$ cat config.mk
export PLATFORM = sky130hd
export DESIGN_NAME = bcd_calendar_clock
export DESIGN_NICKNAME = d
export VERILOG_FILES = /design/src/rtl/calClkPkg.sv /design/src/rtl/calClkCtrl.sv /design/src/rtl/calClkDatapath.sv /design/src/rtl/bcd_calendar_clock.sv
export SDC_FILE = /design/constraint.sdc
export NUM_CORES = 1
export LEC_CHECK = 0
export BUFFER_PORTS_ARGS = -buffer_cell sky130_fd_sc_hd__buf_2
export CAP_MARGIN = 40
export CORE_UTILIZATION = 60
export CTS_BUF_LIST = sky130_fd_sc_hd__clkbuf_4 sky130_fd_sc_hd__clkbuf_8 sky130_fd_sc_hd__clkbuf_16
export CTS_CLUSTER_SIZE = 28
export DETAILED_ROUTE_END_ITERATION = 12
export GPL_ROUTABILITY_DRIVEN = 0
export MAX_ROUTING_LAYER = met4
export PLACE_DENSITY = 0.77
export SLEW_MARGIN = 5
export SYNTH_ARGS = -nofsm -noshare
export SYNTH_HDL_FRONTEND = slang
export SYNTH_SLANG_ARGS = --single-unit
$ cat constraint.sdc
create_clock -name clk -period 7.1 [get_ports clk]
set_clock_uncertainty 0.05 [all_clocks]
set_input_delay 0.355 -clock clk [delete_from_list [all_inputs] [get_ports clk]]
set_output_delay 0.355 -clock clk [all_outputs]
set_load 0.1 [all_outputs]
$ cat src/rtl/calClkPkg.sv
package calClkPkg;
  localparam int DIG_W  = 4;
  localparam int ADDR_W = 4;
  localparam int BIN_W  = 7;

  localparam logic [ADDR_W-1:0] A_SECU = 4'd0;
  localparam logic [ADDR_W-1:0] A_SECT = 4'd1;
  localparam logic [ADDR_W-1:0] A_MINU = 4'd2;
  localparam logic [ADDR_W-1:0] A_MINT = 4'd3;
  localparam logic [ADDR_W-1:0] A_HRU  = 4'd4;
  localparam logic [ADDR_W-1:0] A_HRT  = 4'd5;
  localparam logic [ADDR_W-1:0] A_DAYU = 4'd6;
  localparam logic [ADDR_W-1:0] A_DAYT = 4'd7;
  localparam logic [ADDR_W-1:0] A_MONU = 4'd8;
  localparam logic [ADDR_W-1:0] A_MONT = 4'd9;
  localparam logic [ADDR_W-1:0] A_YRU  = 4'd10;
  localparam logic [ADDR_W-1:0] A_YRT  = 4'd11;
  localparam logic [ADDR_W-1:0] A_WDAY = 4'd12;

  // Stored calendar state, each field only as wide as its digit needs.
  typedef struct packed {
    logic [DIG_W-1:0] secU;
    logic [2:0]       secT;
    logic [DIG_W-1:0] minU;
    logic [2:0]       minT;
    logic [DIG_W-1:0] hrU;
    logic [2:0]       hrT;   // {pm, tens20, tens10}
    logic [DIG_W-1:0] dayU;
    logic [1:0]       dayT;
    logic [DIG_W-1:0] monU;
    logic [0:0]       monT;
    logic [DIG_W-1:0] yrU;
    logic [DIG_W-1:0] yrT;
    logic [2:0]       wday;
  } calTime_t;

  // Carry strobes from control to datapath.
  typedef struct packed {
    logic tick;
    logic secCarry;
    logic minCarry;
    logic dayCarry;
    logic monCarry;
    logic yrCarry;
    logic wdWrap;
  } calStrb_t;

  function automatic logic [BIN_W-1:0] toBin(input logic [DIG_W-1:0] tens,
                                             input logic [DIG_W-1:0] units);
    return BIN_W'(tens) * BIN_W'(10) + BIN_W'(units);
  endfunction

  function automatic logic [2*DIG_W-1:0] toBcd(input logic [BIN_W-1:0] v);
    logic [BIN_W-1:0] q;
    q = v / BIN_W'(10);
    return {DIG_W'(q), DIG_W'(v - q * BIN_W'(10))};
  endfunction

  function automatic logic [BIN_W-1:0] monthDays(input logic [BIN_W-1:0] mon,
                                                 input logic [BIN_W-1:0] yr);
    logic leap;
    leap = (yr[1:0] == 2'b00);
    case (mon)
      BIN_W'(2):  return leap ? BIN_W'(29) : BIN_W'(28);
      BIN_W'(4), BIN_W'(6), BIN_W'(9), BIN_W'(11): return BIN_W'(30);
      default:    return BIN_W'(31);
    endcase
  endfunction
endpackage

$ cat src/rtl/calClkCtrl.sv
module calClkCtrl
  import calClkPkg::*;
(
  input  logic     tickEn,
  input  logic     wrEn,
  input  logic     hour24,
  input  calTime_t cur,
  output calStrb_t strb
);
  logic [BIN_W-1:0] secBin, minBin, hr24Bin, hr12Bin, dayBin, monBin, yrBin;
  logic             hourWrap;

  always_comb begin
    secBin  = toBin({1'b0, cur.secT}, cur.secU);
    minBin  = toBin({1'b0, cur.minT}, cur.minU);
    hr24Bin = toBin({2'b00, cur.hrT[1:0]}, cur.hrU);
    hr12Bin = toBin({3'b000, cur.hrT[0]}, cur.hrU);
    dayBin  = toBin({2'b00, cur.dayT}, cur.dayU);
    monBin  = toBin({3'b000, cur.monT}, cur.monU);
    yrBin   = toBin(cur.yrT, cur.yrU);
  end

  // 24h: rollover after 23. 12h: rollover only leaving 11 PM.
  assign hourWrap = hour24 ? (hr24Bin >= BIN_W'(23))
                           : ((hr12Bin == BIN_W'(11)) && cur.hrT[2]);

  always_comb begin
    strb.tick     = tickEn & ~wrEn;
    strb.secCarry = strb.tick & (secBin >= BIN_W'(59));
    strb.minCarry = strb.secCarry & (minBin >= BIN_W'(59));
    strb.dayCarry = strb.minCarry & hourWrap;
    // >= rather than == so that an oversized written day folds into the next month
    strb.monCarry = strb.dayCarry & (dayBin >= monthDays(monBin, yrBin));
    strb.yrCarry  = strb.monCarry & (monBin >= BIN_W'(12));
    strb.wdWrap   = strb.dayCarry & (cur.wday >= 3'd6);
  end
endmodule

$ cat src/rtl/calClkDatapath.sv
module calClkDatapath
  import calClkPkg::*;
(
  input  logic              clk,
  input  logic              rstN,
  input  logic              hour24,
  input  logic              wrEn,
  input  logic [ADDR_W-1:0] wrAddr,
  input  logic [DIG_W-1:0]  wrData,
  input  logic [ADDR_W-1:0] rdAddr,
  input  calStrb_t          strb,
  output calTime_t          cur,
  output logic [DIG_W-1:0]  rdData
);
  calTime_t         tm;
  logic [BIN_W-1:0] secBin, minBin, hr24Bin, hr12Bin, dayBin, monBin, yrBin;
  logic [BIN_W-1:0] hrNextBin;
  logic [2*DIG_W-1:0] secN, minN, hrN, dayN, monN, yrN;
  logic [2:0]       hrTNext;
  logic             pmNext;
  logic [2:0]       wdNext;

  assign cur = tm;

  always_comb begin
    secBin  = toBin({1'b0, tm.secT}, tm.secU);
    minBin  = toBin({1'b0, tm.minT}, tm.minU);
    hr24Bin = toBin({2'b00, tm.hrT[1:0]}, tm.hrU);
    hr12Bin = toBin({3'b000, tm.hrT[0]}, tm.hrU);
    dayBin  = toBin({2'b00, tm.dayT}, tm.dayU);
    monBin  = toBin({3'b000, tm.monT}, tm.monU);
    yrBin   = toBin(tm.yrT, tm.yrU);

    secN = toBcd(strb.secCarry ? '0 : secBin + BIN_W'(1));
    minN = toBcd(strb.minCarry ? '0 : minBin + BIN_W'(1));
    dayN = toBcd(strb.monCarry ? BIN_W'(1) : dayBin + BIN_W'(1));
    monN = toBcd(strb.yrCarry ? BIN_W'(1) : monBin + BIN_W'(1));
    yrN  = toBcd((yrBin >= BIN_W'(99)) ? '0 : yrBin + BIN_W'(1));
    wdNext = strb.wdWrap ? 3'd0 : tm.wday + 3'd1;

    pmNext = 1'b0;
    if (hour24) begin
      hrNextBin = (hr24Bin >= BIN_W'(23)) ? '0 : hr24Bin + BIN_W'(1);
    end else begin
      pmNext = tm.hrT[2];
      if (hr12Bin == BIN_W'(11)) begin
        hrNextBin = BIN_W'(12);
        pmNext    = ~tm.hrT[2];
      end else if (hr12Bin >= BIN_W'(12)) begin
        hrNextBin = BIN_W'(1);
      end else begin
        hrNextBin = hr12Bin + BIN_W'(1);
      end
    end
    hrN = toBcd(hrNextBin);
    if (hour24) hrTNext = {1'b0, hrN[7:4] == 4'd2, hrN[7:4] == 4'd1};
    else        hrTNext = {pmNext, 1'b0, hrN[7:4] == 4'd1};
  end

  always_ff @(posedge clk) begin
    if (!rstN) begin
      tm      <= '0;
      tm.dayU <= 4'd1;
      tm.monU <= 4'd1;
    end else if (wrEn) begin
      case (wrAddr)
        A_SECU: tm.secU <= wrData;
        A_SECT: tm.secT <= wrData[2:0];
        A_MINU: tm.minU <= wrData;
        A_MINT: tm.minT <= wrData[2:0];
        A_HRU:  tm.hrU  <= wrData;
        A_HRT:  tm.hrT  <= {wrData[2] & ~hour24, wrData[1:0]};
        A_DAYU: tm.dayU <= wrData;
        A_DAYT: tm.dayT <= wrData[1:0];
        A_MONU: tm.monU <= wrData;
        A_MONT: tm.monT <= wrData[0];
        A_YRU:  tm.yrU  <= wrData;
        A_YRT:  tm.yrT  <= wrData;
        A_WDAY: tm.wday <= wrData[2:0];
        default: ;
      endcase
    end else if (strb.tick) begin
      {tm.secT, tm.secU} <= {secN[6:4], secN[3:0]};
      if (strb.secCarry) {tm.minT, tm.minU} <= {minN[6:4], minN[3:0]};
      if (strb.minCarry) {tm.hrT, tm.hrU} <= {hrTNext, hrN[3:0]};
      if (strb.dayCarry) begin
        {tm.dayT, tm.dayU} <= {dayN[5:4], dayN[3:0]};
        tm.wday <= wdNext;
      end
      if (strb.monCarry) {tm.monT, tm.monU} <= {monN[4], monN[3:0]};
      if (strb.yrCarry)  {tm.yrT, tm.yrU}   <= yrN;
    end
  end

  always_comb begin
    case (rdAddr)
      A_SECU:  rdData = tm.secU;
      A_SECT:  rdData = {1'b0, tm.secT};
      A_MINU:  rdData = tm.minU;
      A_MINT:  rdData = {1'b0, tm.minT};
      A_HRU:   rdData = tm.hrU;
      A_HRT:   rdData = {1'b0, tm.hrT[2] & ~hour24, tm.hrT[1:0]};
      A_DAYU:  rdData = tm.dayU;
      A_DAYT:  rdData = {2'b00, tm.dayT};
      A_MONU:  rdData = tm.monU;
      A_MONT:  rdData = {3'b000, tm.monT};
      A_YRU:   rdData = tm.yrU;
      A_YRT:   rdData = tm.yrT;
      A_WDAY:  rdData = {1'b0, tm.wday};
      default: rdData = '0;
    endcase
  end

  AST_SEC_WRAP: assert property (@(posedge clk) disable iff (!rstN)
    strb.secCarry |=> (tm.secU == 4'd0 && tm.secT == 3'd0));

  AST_PM_DROPPED_24H: assert property (@(posedge clk) disable iff (!rstN)
    (wrEn && wrAddr == A_HRT && hour24) |=> !tm.hrT[2]);

  AST_PM_FLIP_AT_11: assert property (@(posedge clk) disable iff (!rstN)
    (!hour24 && strb.minCarry && hr12Bin == BIN_W'(11)) |=> (tm.hrT[2] != $past(tm.hrT[2])));

  AST_MONTH_END_DAY1: assert property (@(posedge clk) disable iff (!rstN)
    strb.monCarry |=> (tm.dayU == 4'd1 && tm.dayT == 2'd0));

  AST_YEAR_WRAP: assert property (@(posedge clk) disable iff (!rstN)
    (strb.yrCarry && yrBin == BIN_W'(99)) |=> (tm.yrU == 4'd0 && tm.yrT == 4'd0));

  AST_WEEK_WRAP: assert property (@(posedge clk) disable iff (!rstN)
    strb.wdWrap |=> (tm.wday == 3'd0));

  AST_WRITE_WINS: assert property (@(posedge clk) disable iff (!rstN)
    (wrEn && wrAddr == A_SECU) |=> (tm.secU == $past(wrData)));
endmodule

$ cat src/rtl/bcd_calendar_clock.sv
module bcd_calendar_clock
  import calClkPkg::*;
(
  input  logic              clk,
  input  logic              rstN,
  input  logic              tickEn,
  input  logic              hour24,
  input  logic              wrEn,
  input  logic [ADDR_W-1:0] wrAddr,
  input  logic [DIG_W-1:0]  wrData,
  input  logic [ADDR_W-1:0] rdAddr,
  output logic [DIG_W-1:0]  rdData
);
  calTime_t cur;
  calStrb_t strb;

  calClkCtrl u_ctrl (
    .tickEn (tickEn),
    .wrEn   (wrEn),
    .hour24 (hour24),
    .cur    (cur),
    .strb   (strb)
  );

  calClkDatapath u_dp (
    .clk    (clk),
    .rstN   (rstN),
    .hour24 (hour24),
    .wrEn   (wrEn),
    .wrAddr (wrAddr),
    .wrData (wrData),
    .rdAddr (rdAddr),
    .strb   (strb),
    .cur    (cur),
    .rdData (rdData)
  );

  AST_HOLD_WHEN_IDLE: assert property (@(posedge clk) disable iff (!rstN)
    (!tickEn && !wrEn) |=> $stable(cur));
endmodule

==> impl_results.md <==
* Worst R2R Path Depth at 27
* Vias per cell at roughly 6.9
* Post-DP Area at roughly 6800 sq um
* Crit path DAT at a little under 7 ns
* Htree depth at 2
* Min Clock Period, post-route at roughly 6.6 ns
* Int Pwr at 463 uW
* IO buf count at 20
* Synth-to-Final Area Change at 5.67%
* Critical Path Start Type: flop
* Final Hold Vio Count at 0
* Clock power frac at 20.9%
* Crit path capture type: flop
* Drc violations at 0
* Number of hold buffers added after cts at 0
* Fraction of layout cells with a size suffix above 1 at 10.8%
* WP data required at 7.21 ns
* Reg power frac at 33.9%
* Synth unique cells at 92
* Syn Inst Count at about 860
* Mux cell area share after synthesis at 2.53%
* First-pass iteration count of the detailed router at 5
* CTS Buf Count at 5
* Count leader, synth: nor2_1
* Critical path class: reg -> reg
* Cell Rows at 37
* Kind of cell adding the most delay to the critical path: compound AO/OA/AOI/OAI gates
* Synth Area in XOR/XNOR at 8.24%
* FILL cells at 905
* Cts repair resizes at 0
* Main combinational cell family by area after synthesis: compound AO/OA/AOI/OAI gates
* Reg2reg start: u_dp.cur[36]
* Worst vdd ir at 0.000112 V
* Non-Filler Instances at 1004
* Skew-Pair Late Insertion Delay at 0.29 ns
* Pleak at 2.74 nW
* Synth top area cells: dfxtp_1 (13%), ha_1 (12%), nor2_1 (4.4%), nand2_1 (4.2%), o21ai_0 (4.0%)
* Max Freq at about 0.15 GHz
* First-pass GRT wire length at 30900 um
* Final TNS setup at 0 ns
* Worst Tran Pin Value at between 0.7 and 0.8 ns
* Slowest cell on the critical path: o41a_1
* Synth Net Count at 954
* Hold_ws at around 0.32 ns
* Post-synthesis simple-gate area fraction at 23.7%
* Top-area cell type share of the netlist area at 13.1%
* Seq/Total Area, Yosys at 13.1%
* Initial antenna violation count at 1
* Dpl hpwl at 14800 um
* Outcome: finished, final reports clean
* Switch share at about two fifths
* Die footprint at between 10000 and 15000 sq um
* Top post-synthesis cells by count: nor2_1 (77), nand2_1 (74), ha_1 (61)
* Design area at 6950 sq um
* Adder-cell share of the synthesized area at 15.3%
* Net switching power at 316 uW
* Placed insts at 995
* Postcts setup bufs at 0
* Largest area contributor in the netlist: dfxtp_1
* Maximum number of pins on one net before global-route repair at 37
* CTS tree: done
* # setup viols final at 0
* Wirelength per Cell at 18.9 um
* Syn_area_per_cell at 7.61 sq um
* Vias in the first global route at 6529
* Die W at about 110 um
* Compound-gate portion of the synthesized area at 32.9%
* DRT Wirelength at 19000 um
* Hold Crit Start: wrData[3]
* CP peak stage delay at between 0.5 and 0.6 ns
* Top Ports at 21
* Cell Pwr Density at between 100 and 150 nW/um^2
* Grt ovf at 0
* Ys async rst share at 0%
* Number of flip-flops in the largest register at 43
* Yosys Warn Count at 0
* Mapped Area at roughly 6600 sq um
* Clock Pin Slew Worst Setup and Hold Paths at 0.08 ns
* RR Endpoint: u_dp.cur[35]
* Hold Crit Depth at 3
* Worst hold path class: in -> reg
* Root Driver: clkbuf_8
* Hold endpoint: u_dp.cur[15]
* Total GRT Usage at 34.2%
* Initial core utilization at 62.9%
* Core ar. at 10500 sq um
* Slew headroom at a little under half
* Max Root-Sink Buffers at 2
* Final Util at between 60% and 70%
* DRT iter0 DRCs at 652
* Synth Flop Type: dfxtp_1
* Total of max-cap violations at 0
* Antenna Nets Post-Route at 0
* Fin crit share at roughly 94%
* Number of synthesized flops with an enable pin at 0
* Buf/Inv on CP at 2
* Reg2Reg Setup Slack at 0.46 ns
* Fin. max-slew vios at 0
* DR vias at 6912
* Most used cell, CP: ha_1
* Synthesized flop and latch total at 43
* Final #Nets at 956
* Comb power frac at a little under half
* CP max FO at 10
* Die Ht at 107 um
* Clk sinks at 43
==> power by group through the flow <==
stage | logic (mW) | clock network, mW | registers (mW)
2_1_floorplan | 0.266 | 0 | 0.264
3_3_place_gp | 0.329 | 0 | 0.268
3_5_place_dp | 0.339 | 0 | 0.269
4_1_cts | 0.341 | 0.162 | 0.263
5_1_grt | 0.388 | 0.175 | 0.265
6_report | 0.352 | 0.163 | 0.264
==> layout by cell type, fill, tap and decap left out, types with 16 or more instances in the layout <==
cell type,count
nor2_1,77
nand2_1,73
ha_1,60
o21ai_0,51
a21oi_1,48
dfxtp_1,43
inv_1,35
nand3_1,29
xnor2_1,26
a211oi_1,22
o211ai_1,21
nor3_1,21
nand2b_1,20
buf_2,20
a31oi_1,16
==> stage by stage <==
stage	worst slack (ns)	power, mW
after floorplan	0.729	0.530
after global placement	0.507	0.597
after detailed placement	0.191	0.607
after CTS	0.168	0.766
after global routing	-0.0385	0.827
final	0.458	0.778
==> per-layer routing <==
layer / part of all wire, % / track usage, %
met2: 47 / 55.8
met3: 8.4 / 5.35
met1: 42 / 43.4
met5: 0 / -
met4: 2.6 / 10.8
==> logic make-up after synthesis <==
kind of cell,count (synthesis)
simple gates,311
flops,43
fa+ha+maj,73
buf+inv,70
compound gates,302
xor+xnor,50
mux,15
==> final cells by class <==
cell class / instances / area, sq um / share of cell area [%]
inverter: 37 / 139 / 2.00
clock inverter: 1 / 5.00 / 0.0720
multi-input combinational: 751 / 5530 / 79.5
antenna: 1 / 2.50 / 0.0360
sequential: 43 / 861 / 12.4
timing repair buffer: 28 / 160 / 2.30
tap: 136 / 170 / 2.45
clock buffer: 7 / 83.8 / 1.21
==> worst min-delay path, cell delays in order <==
cell and delay, ns:
buf_2 0.11, a41oi_1 0.12, o41ai_2 0.05
==> worst max path at each step <==
stage                         to  cells after the start    startpoint
finish              u_dp.cur[35]                     27  u_dp.cur[36]
global route        u_dp.cur[35]                     27  u_dp.cur[36]
CTS                 u_dp.cur[35]                     27  u_dp.cur[36]
detailed placement  u_dp.cur[35]                     27  u_dp.cur[36]
global placement    u_dp.cur[35]                     27  u_dp.cur[36]
floorplan           u_dp.cur[35]                     27  u_dp.cur[36]
(Power assumes the default switching activity.)
